===== src/rtl/regptr_pkg.sv =====
package regptr_pkg;
  localparam int BYTE_W     = 8;
  localparam int FRAME_BITS = BYTE_W + 1;

  typedef struct packed {
    logic cntClr;
    logic cntInc;
    logic rxShift;
    logic ptrLoad;
    logic regWrite;
    logic txLoad;
    logic txShift;
    logic oeAck;
    logic oeRelease;
  } ctrlStrobes_t;

  typedef enum logic [2:0] {
    ST_IDLE,
    ST_ADDR,
    ST_PTR,
    ST_DATA,
    ST_READ
  } busState_t;
endpackage


===== src/rtl/rp_line_sync.sv =====
module rp_line_sync #(
  parameter int   STAGES    = 2,
  parameter logic RESET_VAL = 1'b1
) (
  input  logic clk,
  input  logic rstN,
  input  logic lineIn,
  output logic lineLvl,
  output logic lineRise,
  output logic lineFall
);
  logic [STAGES-1:0] pipe;
  logic              prevLvl;

  always_ff @(posedge clk or negedge rstN) begin
    if (!rstN) begin
      pipe    <= {STAGES{RESET_VAL}};
      prevLvl <= RESET_VAL;
    end else begin
      pipe    <= {pipe[STAGES-2:0], lineIn};
      prevLvl <= pipe[STAGES-1];
    end
  end

  assign lineLvl  = pipe[STAGES-1];
  assign lineRise = lineLvl & ~prevLvl;
  assign lineFall = ~lineLvl & prevLvl;
endmodule


===== src/rtl/rp_control.sv =====
module rp_control
  import regptr_pkg::*;
#(
  parameter int               ADDR_W     = 7,
  parameter logic [ADDR_W-1:0] SLAVE_ADDR = 7'h4C,
  parameter int               CNT_W      = 4
) (
  input  logic              clk,
  input  logic              rstN,
  input  logic              startDet,
  input  logic              stopDet,
  input  logic              sclRise,
  input  logic              sclFall,
  input  logic [CNT_W-1:0]  bitCnt,
  input  logic [BYTE_W-1:0] rxByte,
  output ctrlStrobes_t      stb
);
  localparam logic [CNT_W-1:0] BYTE_END = CNT_W'(BYTE_W);
  localparam logic [CNT_W-1:0] ACK_END  = CNT_W'(FRAME_BITS);

  busState_t state, nextState;
  logic      addrHit;
  logic      rwBit;

  assign addrHit = (rxByte[BYTE_W-1 -: ADDR_W] == SLAVE_ADDR);
  assign rwBit   = rxByte[0];

  always_ff @(posedge clk or negedge rstN) begin
    if (!rstN) state <= ST_IDLE;
    else       state <= nextState;
  end

  always_comb begin
    stb       = '0;
    nextState = state;
    if (startDet) begin
      stb.cntClr    = 1'b1;
      stb.oeRelease = 1'b1;
      nextState     = ST_ADDR;
    end else if (stopDet) begin
      stb.cntClr    = 1'b1;
      stb.oeRelease = 1'b1;
      nextState     = ST_IDLE;
    end else begin
      case (state)
        ST_ADDR, ST_PTR, ST_DATA: begin
          if (sclRise) begin
            stb.cntInc  = 1'b1;
            stb.rxShift = (bitCnt < BYTE_END);
          end else if (sclFall && bitCnt == BYTE_END) begin
            if (state == ST_ADDR && !addrHit) begin
              stb.cntClr = 1'b1;
              nextState  = ST_IDLE;
            end else begin
              stb.oeAck    = 1'b1;
              stb.ptrLoad  = (state == ST_PTR);
              stb.regWrite = (state == ST_DATA);
            end
          end else if (sclFall && bitCnt == ACK_END) begin
            stb.cntClr    = 1'b1;
            stb.oeRelease = 1'b1;
            case (state)
              ST_ADDR: begin
                if (rwBit) begin
                  stb.txLoad = 1'b1;
                  nextState  = ST_READ;
                end else begin
                  nextState  = ST_PTR;
                end
              end
              ST_PTR:  nextState = ST_DATA;
              default: nextState = ST_IDLE;
            endcase
          end
        end
        ST_READ: begin
          if (sclRise) begin
            stb.cntInc = 1'b1;
          end else if (sclFall) begin
            if (bitCnt == ACK_END) begin
              stb.cntClr    = 1'b1;
              stb.oeRelease = 1'b1;
              nextState     = ST_IDLE;
            end else if (bitCnt == BYTE_END) begin
              stb.oeRelease = 1'b1;
            end else if (bitCnt != '0) begin
              stb.txShift = 1'b1;
            end
          end
        end
        default: ;
      endcase
    end
  end
endmodule


===== src/rtl/rp_datapath.sv =====
module rp_datapath
  import regptr_pkg::*;
#(
  parameter int CNT_W = 4
) (
  input  logic              clk,
  input  logic              rstN,
  input  ctrlStrobes_t      stb,
  input  logic              sdaLvl,
  input  logic [BYTE_W-1:0] rdData,
  output logic [CNT_W-1:0]  bitCnt,
  output logic [BYTE_W-1:0] rxByte,
  output logic [BYTE_W-1:0] ptrReg,
  output logic              sdaOe,
  output logic              wrEn,
  output logic [BYTE_W-1:0] wrAddr,
  output logic [BYTE_W-1:0] wrData
);
  logic [BYTE_W-1:0] txReg;

  always_ff @(posedge clk or negedge rstN) begin
    if (!rstN) begin
      bitCnt <= '0;
      rxByte <= '0;
      ptrReg <= '0;
      txReg  <= '0;
      sdaOe  <= 1'b0;
      wrEn   <= 1'b0;
      wrAddr <= '0;
      wrData <= '0;
    end else begin
      if (stb.cntClr)      bitCnt <= '0;
      else if (stb.cntInc) bitCnt <= bitCnt + 1'b1;

      if (stb.rxShift) rxByte <= {rxByte[BYTE_W-2:0], sdaLvl};
      if (stb.ptrLoad) ptrReg <= rxByte;

      wrEn <= stb.regWrite;
      if (stb.regWrite) begin
        wrAddr <= ptrReg;
        wrData <= rxByte;
      end

      if (stb.txLoad)       txReg <= rdData;
      else if (stb.txShift) txReg <= {txReg[BYTE_W-2:0], txReg[BYTE_W-1]};

      if (stb.txLoad)         sdaOe <= ~rdData[BYTE_W-1];
      else if (stb.txShift)   sdaOe <= ~txReg[BYTE_W-2];
      else if (stb.oeAck)     sdaOe <= 1'b1;
      else if (stb.oeRelease) sdaOe <= 1'b0;
    end
  end
endmodule


===== src/rtl/regptr_slave.sv =====
module regptr_slave
  import regptr_pkg::*;
#(
  parameter int               ADDR_W      = 7,
  parameter logic [ADDR_W-1:0] SLAVE_ADDR  = 7'h4C,
  parameter int               SYNC_STAGES = 2
) (
  input  logic              clk,
  input  logic              rstN,
  input  logic              sclIn,
  input  logic              sdaIn,
  output logic              sdaOe,
  output logic [BYTE_W-1:0] rdAddr,
  input  logic [BYTE_W-1:0] rdData,
  output logic              wrEn,
  output logic [BYTE_W-1:0] wrAddr,
  output logic [BYTE_W-1:0] wrData
);
  localparam int CNT_W = $clog2(FRAME_BITS + 1);

  logic sclLvl, sclRise, sclFall;
  logic sdaLvl, sdaRise, sdaFall;
  logic startDet, stopDet;
  logic [CNT_W-1:0]  bitCnt;
  logic [BYTE_W-1:0] rxByte;
  ctrlStrobes_t      stb;

  rp_line_sync #(.STAGES(SYNC_STAGES), .RESET_VAL(1'b1)) u_sclSync (
    .clk(clk), .rstN(rstN), .lineIn(sclIn),
    .lineLvl(sclLvl), .lineRise(sclRise), .lineFall(sclFall)
  );

  rp_line_sync #(.STAGES(SYNC_STAGES), .RESET_VAL(1'b1)) u_sdaSync (
    .clk(clk), .rstN(rstN), .lineIn(sdaIn),
    .lineLvl(sdaLvl), .lineRise(sdaRise), .lineFall(sdaFall)
  );

  assign startDet = sclLvl & sdaFall;
  assign stopDet  = sclLvl & sdaRise;

  rp_control #(.ADDR_W(ADDR_W), .SLAVE_ADDR(SLAVE_ADDR), .CNT_W(CNT_W)) u_ctrl (
    .clk(clk), .rstN(rstN), .startDet(startDet), .stopDet(stopDet),
    .sclRise(sclRise), .sclFall(sclFall), .bitCnt(bitCnt),
    .rxByte(rxByte), .stb(stb)
  );

  rp_datapath #(.CNT_W(CNT_W)) u_dp (
    .clk(clk), .rstN(rstN), .stb(stb), .sdaLvl(sdaLvl), .rdData(rdData),
    .bitCnt(bitCnt), .rxByte(rxByte), .ptrReg(rdAddr), .sdaOe(sdaOe),
    .wrEn(wrEn), .wrAddr(wrAddr), .wrData(wrData)
  );
endmodule


===== config.mk =====
export PLATFORM = sky130hd
export DESIGN_NAME = regptr_slave
export DESIGN_NICKNAME = d
export VERILOG_FILES = /design/src/rtl/regptr_pkg.sv /design/src/rtl/rp_line_sync.sv /design/src/rtl/rp_control.sv /design/src/rtl/rp_datapath.sv /design/src/rtl/regptr_slave.sv
export SDC_FILE = /design/constraint.sdc
export NUM_CORES = 1
export LEC_CHECK = 0
export CORE_MARGIN = 2
export CORE_UTILIZATION = 40
export DETAILED_ROUTE_END_ITERATION = 6
export DONT_BUFFER_PORTS = 1
export GPL_ROUTABILITY_DRIVEN = 0
export PLACE_DENSITY_LB_ADDON = 0.25
export SETUP_SLACK_MARGIN = 0.5
export SLEW_MARGIN = 15
export SYNTH_ARGS = -nofsm -noshare
export SYNTH_HDL_FRONTEND = slang
export SYNTH_SLANG_ARGS = --single-unit
export TNS_END_PERCENT = 20

===== constraint.sdc =====
create_clock -name clk -period 3.3 [get_ports clk]
set_input_delay 0.66 -clock clk [delete_from_list [all_inputs] [get_ports clk]]
set_output_delay 0.66 -clock clk [all_outputs]
set_load 0.03 [all_outputs]

==> results.ini, run 1 <==
[run_status]
status=finished, final reports clean

[global_route]
antenna_found_initial=0
grt_pass1_wl_um=7307
grt_usage=0.1458
grt_pass1_vias=1478
grt_start_max_net_pins=56
gr-total-overflow=0

[sta]
final_min_period_over_clock_period=0.6412
max_freq_ghz=0.4726
finalClockSkew_ns=0.01177
setup_viol=0
maxSlewHeadroom=0.6091
period_needed_ns=2.116
final_max_slew_viol_count=0
hold_violations=0
tightest_slew_ns=0.5820
rsz0062_at_grt=false
holdWs_ns=0.03927
fin_setup_tns_ns=0

[critical_path]
r2r_slack_ns=1.18
cp_max_fo=8
cp.required_ns=3.50
criticalPathCategory=flop to flop
start_kind=flop
worstPathArrival_ns=2.31
crit_path_end_kind=flop

[detailed_routing]
drc_errors=0
vias_per_cell=5.465
wirelength_um=4416
vias=1410
ant_nets=0
drt_iter0_drc=75
dr.pass1.iters=4
wl_per_cell_um=17.12

[cts]
clockBufferDepth=2
post_cts_buffers=0
cts-root-buf=clkbuf_8
cts_resized=0
holdBufCountCts=0
clkLatencyLatePin_ns=0.31
cts_buffers=5
cts_sinks=55
htreeDepth=2
cts_tree=built
clk_pin_slew_ns=0.10

[cells_and_area]
drive_above_1_share=0.3169
area_growth_pct=7.712
multi_input_area_um2=985.9
nets=197
fillers=550
diodes=0
seq_area_um2=1384

[power_and_ir_drop]
pwr_density_cell_nw_per_um2=565.3
max-vdd-ir-drop_mv=0.2387
p_leak_nw=1.229

[yosys]
async_reset_ff_frac=1.000
syn-instance-count=179
ys_seq_area_frac=0.5725
yosys_warnings=0
synth_edf_count=0
ys_types=41
dominantRegCellSynth=dfrtp_1
ys_ff_latch=55
yosys-top-cells-area=dfrtp_1 (51%), mux2_2 (16%), dfstp_2 (6.5%), a221o_1 (2.1%), and2_1 (1.6%)
yosysTopAreaCellShare=0.5072
synth_fp_nets=194
syn_area_um2=2417
synth.most_common_cell=dfrtp_1
yosys-top-cells-count=dfrtp_1 (49), mux2_2 (34), nor2_1 (10)
syn_area_per_cell_um2=13.50
yosysTopAreaCell=dfrtp_1

[die]
die_w_um=81.74
rows=28
die_area_um2=6681
initial_core_util=0.4107
core_area_um2=5886
die_h_um=81.74
top_level_ports=38

[place]
io_buffers=0
hpwlAfterDp_um=3183

[flow_run]
cap_violations=0

[worst_hold_path]
min_path_type=input pin to async pin

layout make-up:
| cell class | instances | area share |
|---|---|---|
| flip-flops and latches | 55 | 0.5315 |
| multi-input cells | 114 | 0.3787 |
| well taps | 75 | 0.03604 |
| clock buffers | 6 | 0.03172 |
| clock inverters | 2 | 0.01346 |
| inverters | 6 | 0.008650 |
routing by layer:
metal  share of wire  wire (um)  global-route usage  vias to the layer above
met5               0          0                   0                        -
met4           0.022         96             0.06833                        0
met3           0.060        263             0.04945                        9
met2            0.51       2257              0.2455                       34
met1            0.41       1799              0.1664                      726
li1                -          -                   -                      641
placed cells by master, fill, tap and decap left out, drive strengths merged, types with 3 or more instances in the layout:
master,n
ha,3
and2,6
clkbuf,6
inv,6
o211ai,3
a221o,5
nand2,9
nor2b,3
dfstp,6
mux2,34
xor2,3
nand2b,3
nor2,11
dfrtp,49
o21ai,4
a21oi,5
flip-flops by register name, indices dropped and copies added, names as in the netlist:
register / count
u_dp.wrAddr: 8
u_sdaSync.prevLvl: 1
u_dp.ptrReg: 8
u_dp.sdaOe: 1
u_dp.txReg: 8
u_dp.wrData: 8
u_sclSync.pipe: 2
u_dp.rxByte: 8
u_dp.wrEn: 1
u_ctrl.state: 3
u_sclSync.prevLvl: 1
u_dp.bitCnt: 4
u_sdaSync.pipe: 2
per-stage QoR:
step                worst slack, ns  power, mW  cell area (um^2)  utilization  instances
floorplan                     1.517     0.9794              2417            -        179
global placement              1.353      1.014              2486       0.4224        250
detailed placement            1.227      1.026              2486       0.4224        250
CTS                           1.212      1.485              2604       0.4424        258
global route                 0.9552      1.543              2604       0.4424        258
finish                        1.184      1.472              2604       0.4424        258
logic make-up (layout without fill, tap and decap cells):
kind of cell | Yosys count | in the layout | share of synthesized area
AO/OA/AOI/OAI | 25 | 25 | 0.09109
multiplexers | 36 | 36 | 0.1667
AND/OR/NAND/NOR | 46 | 46 | 0.1201
buffers and inverters | 10 | 14 | 0.01967
flip-flops | 55 | 55 | 0.5725
XOR/XNOR | 4 | 4 | 0.01450
adder cells (fa/ha/maj) | 3 | 3 | 0.01553
critical path: stages, from the launching register on:
cell and delay [ns]:
dfrtp_1 0.46, nand2b_1 0.24, nor3b_1 0.34, nor2b_1 0.49, nor2_2 0.13, a221o_1 0.33
final timing paths:
kind                              startpoint  cells past startpoint                end
max                          u_ctrl.state[1]                      5      u_dp.txReg[0]
min                                     rstN                      0     u_dp.wrAddr[5]
max reg2reg                  u_ctrl.state[1]                      5      u_dp.txReg[0]
min reg2reg                u_sclSync.pipe[0]                      0  u_sclSync.pipe[1]
max in group asynchronous               rstN                      0  u_sclSync.prevLvl
min in group clk                       sdaIn                      0  u_sdaSync.pipe[0]
power breakdown:
part / total [mW] / leakage [nW] / internal, mW / switching (mW)
sequential: 0.812 / 0.734 / 0.730 / 0.0821
clock: 0.456 / 0.0612 / 0.246 / 0.211
combinational: 0.204 / 0.433 / 0.0957 / 0.108
No activity file was read; power rests on OpenSTA's default activity.
==> inputs of run 2 (changes only) <==
==> constraint.sdc (replaced) <==
create_clock -name clk -period 1.9 [get_ports clk]
set_input_delay 0.38 -clock clk [delete_from_list [all_inputs] [get_ports clk]]
set_output_delay 0.38 -clock clk [all_outputs]
set_load 0.03 [all_outputs]
==> results.ini, run 2 (synthesis results as in run 1) <==
[worst_hold_path]
min_path_type=input pin to async pin

[critical_path]
rr_worst_depth=4  ; -1
worst_r2r_endpoint=u_ctrl.state[0]
r2r_slack_ns=0.15  ; -1.03 ns
worstPathArrival_ns=1.95  ; -0.36 ns
start_kind=flop
cp.required_ns=2.10  ; -1.40 ns
crit_path_end_kind=flop
criticalPathCategory=flop to flop
cp_max_fo=5  ; -3
r2r_start=u_sclSync.prevLvl

[detailed_routing]
wl_per_cell_um=17.34  ; +1.3%
vias_per_cell=5.246  ; -4.0%
wirelength_um=4925  ; +12%
drc_errors=0  ; unchanged
dr.pass1.iters=4  ; unchanged
ant_nets=0  ; unchanged
drt_iter0_drc=118  ; +57%
vias=1490  ; +5.7%

[sta]
final_min_period_over_clock_period=0.9195  ; +0.2783
period_needed_ns=1.747  ; -0.3688 ns
hold_violations=55  ; +55
tightest_slew_ns=0.4018  ; -0.1802 ns
finalClockSkew_ns=0.01023  ; -0.001534 ns
setup_viol=0  ; unchanged
final_max_slew_viol_count=0  ; unchanged
max_freq_ghz=0.5724  ; +21%
fin_setup_tns_ns=0  ; unchanged
maxSlewHeadroom=0.7312  ; +0.1221
rsz0062_at_grt=true
holdWs_ns=-0.2542  ; -0.2935 ns

[power_and_ir_drop]
pwr_density_cell_nw_per_um2=921.5  ; +63%
p_leak_nw=1.382  ; +13%
max-vdd-ir-drop_mv=0.3276  ; +37%

[global_route]
grt_pass1_wl_um=8128  ; +11%
grt_start_max_net_pins=56  ; unchanged
gr-total-overflow=0  ; unchanged
grt_pass1_vias=1643  ; +11%
antenna_found_initial=0  ; unchanged
grt_usage=0.1614  ; +0.01566

[cells_and_area]
most-common-layout-cells=dfrtp_1 (46), mux2_2 (29), buf_4 (26), nor2_1 (10)
drive_above_1_share=0.5072  ; +0.1902
diodes=0  ; unchanged
mostFrequentLayoutCell=dfrtp_1
nets=224  ; +14%
area_growth_pct=22.57

[run_status]
status=complete, but fails checks
violations=hold timing

[place]
io_buffers=0  ; unchanged
hpwlAfterDp_um=3197  ; +0.45%

[cts]
clkLatencyLatePin_ns=0.31  ; about the same
clk_pin_slew_ns=0.10  ; about the same
cts_buffers=5  ; unchanged
htreeDepth=2  ; unchanged
cts_tree=built
clockBufferDepth=2  ; unchanged
cts-root-buf=clkbuf_8
cts_sinks=55  ; unchanged

[die]
die_area_um2=6681  ; unchanged
core_area_um2=5886  ; unchanged
die_h_um=81.74  ; unchanged
die_w_um=81.74  ; unchanged
top_level_ports=38  ; unchanged
rows=28  ; unchanged
initial_core_util=0.4107  ; unchanged

[flow_run]
cap_violations=0  ; unchanged

[run 2: changes by cell type in the layout (fill, tap and decap cells not counted), sizes merged]
cell and change:
buf +27, bufinv -1, clkbuf -1, clkinv -1
clkinvlp +1, inv +1
[run 2: worst max path at each step]
stage | slack, ns | end | from | cells after the start
2_1_floorplan | 0.22 | u_dp.sdaOe | u_sdaSync.pipe[1] | 5
3_3_place_gp | 0.15 | u_ctrl.state[0] | u_sclSync.pipe[1] | 4
3_5_place_dp | 0.09 | u_dp.bitCnt[3] | u_ctrl.state[1] | 5
4_1_cts | 0.17 | u_ctrl.state[0] | u_sclSync.prevLvl | 4
5_1_grt | 0.09 | u_dp.txReg[3] | u_sclSync.prevLvl | 5
6_report | 0.15 | u_ctrl.state[0] | u_sclSync.prevLvl | 4
[run 2: routing by layer]
metal  vias up  track usage  share of wire
met3        13      0.04396          0.043
li1        698            -              -
met2        39       0.2610           0.48
met5         -            0              0
met4         0      0.06500          0.024
met1       740       0.2053           0.45
[run 2: power breakdown]
part	switching, mW	internal [mW]	leakage [nW]
clock	0.376	0.257	0.0406
combinational	0.333	0.351	0.612
sequential	0.139	1.27	0.730
total	0.849	1.88	1.38
[run 2: layout make-up]
class / count / area, um^2
inverter: 6 / 22.52
clock inverter: 2 / 16.27
sequential: 55 / 1388
tap: 75 / 93.84
multi-input combinational: 114 / 1159
timing repair buffer: 27 / 215.2
fill: 497 / 2923
clock buffer: 5 / 68.82
[run 2: timing repair]
item	in CTS	in global routing
gates cloned	0	0
pin swaps	11	7
resized for setup	16	3
hold endpoints to repair	55	55
buffers inserted	11	10
endpoints found under the setup margin	49	49
[run 2: worst max-delay path, cell delays in order, from the launching register on]
cell	delay, ns
dfstp_2	0.56
and4bb_4	0.31
nand2_4	0.09
o41ai_4	0.34
mux2_4	0.33
[run 2: metrics by stage]
step | power, mW | util | std cells | instance area, um^2 | worst slack [ns]
global placement | 1.895 | 0.4439 | 256 | 2613 | 0.1535
global route | 2.882 | 0.5034 | 284 | 2963 | 0.09421
detailed placement | 1.919 | 0.4439 | 256 | 2613 | 0.08684
floorplan | 1.804 | - | 179 | 2507 | 0.2236
CTS | 2.661 | 0.4885 | 274 | 2875 | 0.1667
finish | 2.730 | 0.5034 | 284 | 2963 | 0.1530
